**src/rtl/cla_sect_pkg.sv**
```systemverilog
package cla_sect_pkg;
   function automatic int sect_count(input int width, input int sect);
      return width / sect;
   endfunction

   function automatic bit width_fits(input int width, input int sect);
      return (sect > 0) && (width >= sect) && ((width % sect) == 0);
   endfunction
endpackage

```
**src/rtl/cla_pg_gen.sv**
```systemverilog
module cla_pg_gen #(
   parameter int WIDTH = 16
) (
   input  logic [WIDTH-1:0] op_x,
   input  logic [WIDTH-1:0] op_y,
   output logic [WIDTH-1:0] gen_o,
   output logic [WIDTH-1:0] prop_o
);
   for (genvar i = 0; i < WIDTH; i++) begin : g_bit
      assign gen_o[i]  = op_x[i] & op_y[i];
      assign prop_o[i] = op_x[i] ^ op_y[i];
   end
endmodule

```
**src/rtl/cla_ripple_sect.sv**
```systemverilog
module cla_ripple_sect #(
   parameter int SECT = 4
) (
   input  logic [SECT-1:0] gen_i,
   input  logic [SECT-1:0] prop_i,
   input  logic            cin,
   output logic [SECT-1:0] sum_o,
   output logic            cout,
   output logic            c_top_in
);
   always_comb begin
      logic c;
      c        = cin;
      c_top_in = 1'b0;
      for (int i = 0; i < SECT; i++) begin
         if (i == SECT-1) c_top_in = c;
         sum_o[i] = prop_i[i] ^ c;
         c        = gen_i[i] | (prop_i[i] & c);
      end
      cout = c;
   end

   // Rebuild operand bits from gen/prop (a=g|p, b=g) and check arithmetic.
   always_comb begin
      AST_SECT_ARITH: assert ({cout, sum_o} ==
         ({1'b0, gen_i | prop_i} + {1'b0, gen_i} + {{SECT{1'b0}}, cin}));
   end
endmodule

```
**src/rtl/cla_carry_gen.sv**
```systemverilog
module cla_carry_gen #(
   parameter int SECT = 4
) (
   input  logic [SECT-1:0] gen_i,
   input  logic [SECT-1:0] prop_i,
   input  logic            cin,
   output logic            cout
);
   // Triangular term array: row r holds r+1 product terms whose OR is carry r.
   for (genvar r = 0; r <= SECT; r++) begin : g_row
      logic [r:0] term;
      if (r == 0) begin : g_first
         assign term[0] = cin;
      end else begin : g_next
         assign term[0] = gen_i[r-1];
         for (genvar k = 1; k <= r; k++) begin : g_term
            assign term[k] = prop_i[r-1] & g_row[r-1].term[k-1];
         end
      end
   end

   assign cout = |g_row[SECT].term;

   always_comb begin
      if (&prop_i) begin
         AST_BYPASS_PASS: assert (cout == cin);
      end
   end
endmodule

```
**src/rtl/cla_sect_adder.sv**
```systemverilog
module cla_sect_adder
   import cla_sect_pkg::*;
#(
   parameter int DATA_WIDTH = 16,
   parameter int BLOCK_SIZE = 4
) (
   input  logic [DATA_WIDTH-1:0] opd_a,
   input  logic [DATA_WIDTH-1:0] opd_b,
   input  logic                  carry_in,
   output logic [DATA_WIDTH-1:0] sum_o,
   output logic                  carry_flag,
   output logic                  ovf_flag
);
   localparam int NSEC = sect_count(DATA_WIDTH, BLOCK_SIZE);
   localparam int MSB  = DATA_WIDTH - 1;

   if (!width_fits(DATA_WIDTH, BLOCK_SIZE)) begin : g_bad_cfg
      $error("DATA_WIDTH must be a whole multiple of BLOCK_SIZE");
   end

   logic [DATA_WIDTH-1:0] gen_w, prop_w;
   logic [NSEC:0]         sec_c;
   logic [NSEC-1:0]       rip_c;
   logic [NSEC-1:0]       top_in;

   cla_pg_gen #(.WIDTH(DATA_WIDTH)) u_pg (
      .op_x   (opd_a),
      .op_y   (opd_b),
      .gen_o  (gen_w),
      .prop_o (prop_w)
   );

   assign sec_c[0] = carry_in;

   for (genvar s = 0; s < NSEC; s++) begin : g_sec
      localparam int LO = s * BLOCK_SIZE;

      cla_carry_gen #(.SECT(BLOCK_SIZE)) u_look (
         .gen_i  (gen_w[LO +: BLOCK_SIZE]),
         .prop_i (prop_w[LO +: BLOCK_SIZE]),
         .cin    (sec_c[s]),
         .cout   (sec_c[s+1])
      );

      cla_ripple_sect #(.SECT(BLOCK_SIZE)) u_rip (
         .gen_i    (gen_w[LO +: BLOCK_SIZE]),
         .prop_i   (prop_w[LO +: BLOCK_SIZE]),
         .cin      (sec_c[s]),
         .sum_o    (sum_o[LO +: BLOCK_SIZE]),
         .cout     (rip_c[s]),
         .c_top_in (top_in[s])
      );

      always_comb begin
         AST_SEC_CARRY_MATCH: assert (rip_c[s] == sec_c[s+1]);
      end
   end

   assign carry_flag = sec_c[NSEC];
   assign ovf_flag   = top_in[NSEC-1] ^ sec_c[NSEC];

   always_comb begin
      AST_TOTAL_SUM: assert ({carry_flag, sum_o} ==
         ({1'b0, opd_a} + {1'b0, opd_b} + {{DATA_WIDTH{1'b0}}, carry_in}));
      AST_OVF_SIGN: assert (ovf_flag ==
         ((opd_a[MSB] == opd_b[MSB]) && (sum_o[MSB] != opd_a[MSB])));
   end
endmodule

```
**config.mk**
```make
export PLATFORM = sky130hd
export DESIGN_NAME = cla_sect_adder
export DESIGN_NICKNAME = d
export VERILOG_FILES = /design/src/rtl/cla_sect_pkg.sv /design/src/rtl/cla_pg_gen.sv /design/src/rtl/cla_ripple_sect.sv /design/src/rtl/cla_carry_gen.sv /design/src/rtl/cla_sect_adder.sv
export SDC_FILE = /design/constraint.sdc
export NUM_CORES = 1
export LEC_CHECK = 0
export ABC_AREA = 1
export BUFFER_PORTS_ARGS = -buffer_cell sky130_fd_sc_hd__buf_2
export CELL_PAD_IN_SITES_DETAIL_PLACEMENT = 0
export CELL_PAD_IN_SITES_GLOBAL_PLACEMENT = 1
export CORE_ASPECT_RATIO = 0.9
export CORE_UTILIZATION = 32
export DETAILED_ROUTE_END_ITERATION = 10
export PLACE_DENSITY = 0.86
export SETUP_SLACK_MARGIN = 0.4
export SYNTH_ARGS = -nofsm -noshare
export SYNTH_HDL_FRONTEND = slang
export SYNTH_SLANG_ARGS = --single-unit
```
**constraint.sdc**
```tcl
create_clock -name vclk -period 14.65
set_input_delay 2.93 -clock vclk [all_inputs]
set_output_delay 2.93 -clock vclk [all_outputs]
set_load 0.03 [all_outputs]
```
==> results of run 1 <==
[layout make-up]
type	instances	area [sq um]
fillers	210	995
multi-input cells	64	667
repair buffers	51	255
inverters	11	41.3
well taps	25	31.3
[cell families after synthesis]
logic type,Yosys count
AOI/OAI and AO/OA,1
and+or+nand+nor,27
buffers and inverters,11
adders and majority gates,32
xor gates and xnor gates,4
[worst paths after layout]
path	end	slack, ps	depth (start not counted)
max	sum_o[15]	5540	16
min	sum_o[0]	6290	3
[metrics by stage]
step	power (mW)	worst slack (ps)	hold WS (ps)	instance area, sq um	util [%]
finish	0.0573	5540	6290	995	50.0
global route	0.0638	5290	6310	995	50.0
CTS	0.0582	5500	6290	995	50.0
detailed placement	0.0581	5510	6290	995	50.0
global placement	0.0570	5600	6290	995	50.0
floorplan	0.0435	5670	6170	708	-
[power by group]
part,internal (mW),switching [mW]
Sequential,0,0
Clock,0,0
Combinational,0.0191,0.0382
Total,0.0191,0.0382
[routing by layer]
metal	GRT usage, %	up-vias
li1	-	356
met1	16.7	311
met2	26.5	19
met3	0.330	0
met4	0	0
met5	0	-
[worst max-delay path: cells and delay by family]
| family | cells | cell delay [ps] |
|---|---|---|
| buf+inv | 2 | 330 |
| fa+ha+maj | 7 | 2110 |
| simple gates | 6 | 650 |
| xor+xnor | 1 | 140 |
[cell usage in the layout, fill, tap and decap left out]
cell / instances
xor2_1: 4
buf_2: 51
ha_1: 20
fa_1: 12
inv_1: 11
nand2_2: 3
nand4_1: 9
nand3_1: 4
nand2_1: 11
a21oi_1: 1
==> results.cfg, run 1 <==
[route]
top_layer_used = met3
route.detailed.wl_per_inst_um = 9.67
met1_length_um = 596
vias = 686
routed-wl-met2_um = 794
viasPerCell = 4.54
drc = 0
wl_mm = 1.46
drt_iter0_drc = 5
route.met3.wl_um = 69
ant_nets = 0
dr.pass1.iters = 4

[finish]
fin_nets = 193
seq_cells = 0
syn_to_final_growth_pct = 40.5
n_antenna_cell = 0
nClkBuffers = 0
final-seq-area_sq_um = 0
fin_cells = 151
layout-drive-gt1-share_pct = 42.9

[worst_setup_path]
worst_ep_arrival_time_ps = 6180
cp-start-kind = primary input
critPathRequiredTime_ps = 11720
crit_path_frequent_cell = nand4_1
path_class = primary input to primary output
path_cells = buf_2 -> ha_1 -> ha_1 -> nand4_1 -> nand4_1 -> ha_1 -> nand4_1 -> nand4_1 -> ha_1 -> nand4_1 -> nand4_1 -> fa_1 -> fa_1 -> fa_1 -> xor2_1 -> buf_2
cp-startpoint = opd_a[0]
cp-end-kind = primary output
crit_fanout = 3
critPathMaxStageDelay_ps = 420
critical-path-slowest-cell = fa_1

[clock_tree]
post-cts-setup-buffer-count = 0
cts-resized-gates = 0
ctsHoldBuffers = 0

[synth]
yosys_warnings = 0
ys_seq_area_share_pct = 0
yosysTopAreaCell = ha_1
synth_top_family_by_area = adder cells
netlist_top_cells_area = ha_1, fa_1, nand4_1
syn_inst = 75
synth_top_area_share_pct = 35.3
synth_compound_area_share_pct = 0.707
synth_mux_area_share_pct = 0
synth_fa_ha_area_share_pct = 69.3
synth-simple-area-share_pct = 19.3
syn_area_sq_um = 708
synthXorXnorAreaFrac_pct = 4.95
ys_types = 9
synth_nets = 140
synth_common_cells = ha_1, fa_1, inv_1, nand2_1, nand4_1
syn_area_per_cell_sq_um = 9.44
yosysMostFrequentCell = ha_1

[timing]
fmax_mhz = 110
worstMarginPinSlew_ps = 169
maxSlewViolCount = 0
timing.final.crit_share_pct = 62.2
setup_viol = 0
hold_viol = 0
period_needed_ps = 9110
relSlewSlack_pct = 88.7
rsz0062_at_grt = no
fin_setup_tns_ps = 0

[global_route]
grt_overflow_total = 0
grt_pass1_wl_mm = 2.47
antenna_found_initial = 0
grt_pass1_vias = 624
grt_max_degree = 6
grt_use_total_pct = 13.2

[floorplan]
ios = 51
core-area_sq_mm = 0.00199
rows = 15
die_h_um = 46.6
die_area_sq_mm = 0.00241
die_x_um = 51.6
start_util_pct = 35.6

[outcome]
status = finished clean

[placed_design]
place.detailed.hpwl_mm = 1.45
gp_congestion = 0.732
portBuffers = 51
dp.cells = 151

[power]
power.leakage_nw = 0.567
ir_worst_vdd_mv = 0.0313
p_per_area_mw_per_mm2 = 57.6

[min_path]
hold_path.class = primary input to primary output
hold_start = carry_in

[flow_run]
max_cap_viol_count = 0
Power figures use the tool's default switching activity.
==> run 2, diff against run 1 <==
--- a/config.mk
+++ b/config.mk
@@ -5,14 +5,14 @@
 export SDC_FILE = /design/constraint.sdc
 export NUM_CORES = 1
 export LEC_CHECK = 0
-export ABC_AREA = 1
+export ABC_AREA = 0
 export BUFFER_PORTS_ARGS = -buffer_cell sky130_fd_sc_hd__buf_2
 export CELL_PAD_IN_SITES_DETAIL_PLACEMENT = 0
 export CELL_PAD_IN_SITES_GLOBAL_PLACEMENT = 1
 export CORE_ASPECT_RATIO = 0.9
-export CORE_UTILIZATION = 32
+export CORE_UTILIZATION = 29
 export DETAILED_ROUTE_END_ITERATION = 10
-export PLACE_DENSITY = 0.86
+export PLACE_DENSITY = 0.81
 export SETUP_SLACK_MARGIN = 0.4
 export SYNTH_ARGS = -nofsm -noshare
 export SYNTH_HDL_FRONTEND = slang
==> constraint.sdc (replaced) <==
create_clock -name vclk -period 9.5
set_input_delay 1.9 -clock vclk [all_inputs]
set_output_delay 1.9 -clock vclk [all_outputs]
set_load 0.03 [all_outputs]
==> run 2 against run 1 <==
  * Combinational power increased by 51%
  * Core utilization down 3.4 points
  * Highest routed layer unchanged
  * Count of clock-buffer cells in the layout did not move
  * Worst setup slack got worse by 3700 ps
  * Cell area shrank 6.8%
  * First-iteration DRC count fell by 40%
  * Critical path type unchanged
  * Synthesized area down 9.5%
  * Die area shrank 0.17%
  * Sequential cell count stayed put
  * Synthesized cell count down 24%
==> results.cfg, run 2 <==
[outcome]
status = finished clean

[timing]
setup_viol = 0
worstMarginPinSlew_ps = 240
maxSlewViolCount = 0
hold_viol = 0
period_needed_ps = 7650
fin_setup_tns_ps = 0
rsz0062_at_grt = no
relSlewSlack_pct = 84.0
worst_slack_ps = 1850
timing.final.crit_share_pct = 80.5
fmax_mhz = 131

[global_route]
grt_overflow_total = 0
gr-usage-met1_pct = 13.7
antenna_found_initial = 0
busiest_layer = met2
grt_pass1_wl_mm = 2.15
gr-usage-met2_pct = 24.9
grt_max_degree = 3
grt_use_met3_pct = 0.330
grt_pass1_vias = 569
grt_use_total_pct = 11.7

[finish]
syn_to_final_growth_pct = 44.7
nClkBuffers = 0
layout-drive-gt1-share_pct = 48.1
seq_cells = 0
n_antenna_cell = 0
final_cell_area_sq_um = 927
fill_cells = 201
final_cell_mix = buf_2, ha_1, fa_1
final-seq-area_sq_um = 0
fin_nets = 175
final_util_pct = 46.6
final_common_cell = buf_2
fin_cells = 133

[route]
drc = 0
vias = 606
wl_mm = 1.30
drt_iter0_drc = 3
viasPerCell = 4.56
route.detailed.wl_per_inst_um = 9.77
dr.pass1.iters = 2
ant_nets = 0

[worst_setup_path]
path_cells = buf_2 -> ha_1 -> ha_1 -> o21a_1 -> o21ai_0 -> a21oi_1 -> ha_1 -> o21a_1 -> o21ai_0 -> a21oi_1 -> ha_1 -> o21a_1 -> o21ai_0 -> a21oi_1 -> fa_1 -> fa_1 -> fa_1 -> xor2_1 -> buf_2
critPathMaxStageDelay_ps = 420
worst_ep_arrival_time_ps = 5750
path_class = primary input to primary output
critical-path-slowest-cell = fa_1
cp-endpoint = ovf_flag
crit_fanout = 2
critPathRequiredTime_ps = 7600
crit_path_frequent_cell = ha_1
cp-start-kind = primary input
cp-end-kind = primary output
cp-startpoint = opd_a[0]

[clock_tree]
cts-resized-gates = 0
ctsHoldBuffers = 0
post-cts-setup-buffer-count = 0

[synth]
netlist_top_cells_area = ha_1, fa_1, xor2_1
yosysMostFrequentCell = ha_1
ys_seq_area_share_pct = 0
yosys_warnings = 0
syn_area_sq_um = 641
synth_top_area_share_pct = 39.1
syn_area_per_cell_sq_um = 11.2
ys_types = 11
synth_nets = 122
syn_inst = 57
synth_common_cells = ha_1, fa_1, nor2_1
yosysTopAreaCell = ha_1

[placed_design]
place_ws_ps = 1850
portBuffers = 51
dpl-instance-area_sq_um = 927
place.detailed.hpwl_mm = 1.29
gp_congestion = 0.682
dp.cells = 133

[flow_run]
max_cap_viol_count = 0

[power]
ir_worst_vdd_mv = 0.0406
power.leakage_nw = 0.504
p_per_area_mw_per_mm2 = 93.2

[floorplan]
start_util_pct = 32.2
die_x_um = 51.5
die_area_sq_mm = 0.00240
die_h_um = 46.6
core-area_sq_mm = 0.00199
rows = 15
ios = 51

[min_path]
hold_path.class = primary input to primary output
[run 2: cells by family (layout without fill, tap and decap cells)]
family                     after synthesis  after routing  synth area share [%]
buffers and inverters                    1             52                 0.585
and+or+nand+nor                          7              7                  4.30
AOI/OAI and AO/OA                       12             12                  11.7
xor gates and xnor gates                 5              5                  6.84
adders and majority gates               32             32                  76.6
[run 2: cell type report]
class	instances	area, sq um	share of cell area, %
multi-input cells	56	637	68.7
repair buffers	51	255	27.5
well taps	25	31.3	3.37
inverters	1	3.75	0.405
[run 2: per-layer routing]
metal | wire length (um) | vias up | part of all wire [%]
li1 | - | 304 | -
met1 | 541 | 263 | 42
met2 | 626 | 39 | 48
met3 | 133 | 0 | 10
met4 | 0 | 0 | 0
met5 | 0 | - | 0
[run 2: how the worst min path moves through the flow]
stage / to / startpoint / slack [ps] / cells past startpoint
4_1_cts: sum_o[8] / opd_b[8] / 4240 / 3
3_3_place_gp: sum_o[8] / opd_b[8] / 4240 / 3
3_5_place_dp: sum_o[8] / opd_b[8] / 4240 / 3
6_report: sum_o[0] / carry_in / 4230 / 3
2_1_floorplan: sum_o[15] / opd_b[15] / 4120 / 2
5_1_grt: sum_o[6] / opd_b[6] / 4260 / 3
[run 2: report_power, final]
part	leakage (nW)	switching [mW]	internal, mW
clock network	0	0	0
logic	0.504	0.0569	0.0296
registers	0	0	0
[run 2: worst max-delay path, delay by kind of cell]
kind | cells | cell delay (ps)
adders and majority gates | 7 | 2080
buffers and inverters | 2 | 330
xor gates and xnor gates | 1 | 160
AOI/OAI and AO/OA | 9 | 1290
[run 2: stage by stage]
| step | hold WS (ps) | power [mW] |
|---|---|---|
| after CTS | 4240 | 0.0880 |
| final | 4230 | 0.0864 |
| after detailed placement | 4240 | 0.0873 |
| after floorplan | 4120 | 0.0649 |
| after global routing | 4260 | 0.0953 |
| after global placement | 4240 | 0.0859 |
==> run 3, diff against run 2 <==
--- a/config.mk
+++ b/config.mk
@@ -5,14 +5,14 @@
 export SDC_FILE = /design/constraint.sdc
 export NUM_CORES = 1
 export LEC_CHECK = 0
-export ABC_AREA = 0
+export ABC_AREA = 1
 export BUFFER_PORTS_ARGS = -buffer_cell sky130_fd_sc_hd__buf_2
 export CELL_PAD_IN_SITES_DETAIL_PLACEMENT = 0
 export CELL_PAD_IN_SITES_GLOBAL_PLACEMENT = 1
 export CORE_ASPECT_RATIO = 0.9
-export CORE_UTILIZATION = 29
+export CORE_UTILIZATION = 30
 export DETAILED_ROUTE_END_ITERATION = 10
-export PLACE_DENSITY = 0.81
+export PLACE_DENSITY = 0.82
 export SETUP_SLACK_MARGIN = 0.4
 export SYNTH_ARGS = -nofsm -noshare
 export SYNTH_HDL_FRONTEND = slang
==> constraint.sdc (replaced) <==
create_clock -name vclk -period 7.5
set_input_delay 1.5 -clock vclk [all_inputs]
set_output_delay 1.5 -clock vclk [all_outputs]
set_load 0.03 [all_outputs]
==> run 3 against run 2 <==
  * Non-clock buffer count is the same
  * Critical path type unchanged
  * First-iteration DRC count did not move
  * Wire length up 9.2%
  * Cell area up 7.6%
==> results.cfg, run 3 (synthesized netlist as in run 1, its figures left out) <==
[finish]
n_antenna_cell = 0
fin_nets = 193
syn_to_final_growth_pct = 40.8
final_cell_mix = buf_2, ha_1, fa_1
multiInputGateArea_sq_um = 667
layout-drive-gt1-share_pct = 42.9
nClkBuffers = 0
final_cell_area_sq_um = 997
final-seq-area_sq_um = 0
final_common_cell = buf_2
fill_cells = 225
seq_cells = 0

[power]
clkPwrFrac_pct = 0
ir_worst_vdd_mv = 0.0528
p_per_area_mw_per_mm2 = 112
power.leakage_nw = 0.567
pwr-share-seq_pct = 0
pwr-share-comb_pct = 100.0
p_int_mw = 0.0376
swShare_pct = 66.5
p_sw_mw = 0.0746

[clock_tree]
cts-resized-gates = 0
post-cts-setup-buffer-count = 0
ctsHoldBuffers = 0

[floorplan]
core-area_sq_mm = 0.00220
rows = 16
die_area_sq_mm = 0.00256
ios = 51
start_util_pct = 32.2
die_h_um = 48.1
die_x_um = 53.2

[placed_design]
dpl-instance-area_sq_um = 997
place.detailed.hpwl_mm = 1.39
place_ws_ps = 1230
gp_congestion = 0.739
portBuffers = 51

[timing]
rsz0062_at_grt = no
period_needed_ps = 6250
worstMarginPinSlew_ps = 170
finalHoldWorstSlack_ps = 3430
fmax_mhz = 160
fin_setup_tns_ps = 0
relSlewSlack_pct = 88.7
timing.final.crit_share_pct = 83.3
setup_viol = 0
maxSlewViolCount = 0
worst_slack_ps = 1250
hold_viol = 0

[worst_setup_path]
crit_fanout = 3
critPathRequiredTime_ps = 6000
path_class = primary input to primary output
cp-start-kind = primary input
worst_ep_arrival_time_ps = 4750
cp-end-kind = primary output

[min_path]
hold_path.class = primary input to primary output

[global_route]
grt_pass1_vias = 527
antenna_found_initial = 0
grt_overflow_total = 0
grt_use_total_pct = 11.0
grt_max_degree = 6
grt_pass1_wl_mm = 2.11

[route]
wl_mm = 1.42
ant_nets = 0
viasPerCell = 4.35
dr.pass1.iters = 2
drt_iter0_drc = 3
vias = 665
route.detailed.wl_per_inst_um = 9.28
drc = 0

[flow_run]
max_cap_viol_count = 0

[outcome]
status = finished clean
run 3: cell count changes in the layout (fill, tap and decap cells not counted):
| cell | previous run | this run |
|---|---|---|
| a21oi_1 | 3 | 1 |
| a22oi_2 | 1 | 0 |
| inv_1 | 1 | 11 |
| nand2_1 | 0 | 11 |
| nand2_2 | 0 | 3 |
| nand3_1 | 0 | 4 |
| nand4_1 | 0 | 9 |
| nor2_1 | 6 | 0 |
| nor3_1 | 1 | 0 |
| o21a_1 | 3 | 0 |
| o21ai_0 | 4 | 0 |
| o21ai_1 | 1 | 0 |
| xor2_1 | 5 | 4 |
run 3: metal layers:
layer / vias up / routed length, um / GRT usage (%)
met5: - / 0 / 0
met4: 0 / 0 / 0
met3: 0 / 52 / 0
met2: 15 / 793 / 22.5
met1: 294 / 574 / 14.0
li1: 356 / - / -
run 3: worst paths after layout:
kind / cells past startpoint / endpoint / from / slack, ps
worst max-delay path: 18 / ovf_flag / opd_a[0] / 1250
worst min-delay path: 3 / sum_o[0] / carry_in / 3430
run 3: cell type report:
class	count	area share (%)
well taps	27	3.39
multi-input cells	64	66.9
inverters	11	4.14
repair buffers	51	25.6
run 3: through the flow:
| step | std cells | util, % | power [mW] |
|---|---|---|---|
| floorplan | 75 | - | 0.0850 |
| global placement | 153 | 45.3 | 0.111 |
| detailed placement | 153 | 45.3 | 0.113 |
| CTS | 153 | 45.3 | 0.114 |
| global route | 153 | 45.3 | 0.126 |
| finish | 153 | 45.3 | 0.112 |
run 3: worst max-delay path: stages:
cell and delay [ps]:
buf_2 120, ha_1 290, ha_1 180, nand4_1 80, nand4_1 150, ha_1 220, nand4_1 60, nand4_1 140
ha_1 220, nand4_1 90, nand4_1 140, fa_1 400, fa_1 380, fa_1 430, inv_1 70, nand2_1 50
nand2_1 40, buf_2 190
run 3: power by group through the flow:
stage | clock (mW) | sequential, mW | combinational, mW
2_1_floorplan | 0 | 0 | 0.0850
3_3_place_gp | 0 | 0 | 0.111
3_5_place_dp | 0 | 0 | 0.113
4_1_cts | 0 | 0 | 0.114
5_1_grt | 0 | 0 | 0.126
6_report | 0 | 0 | 0.112
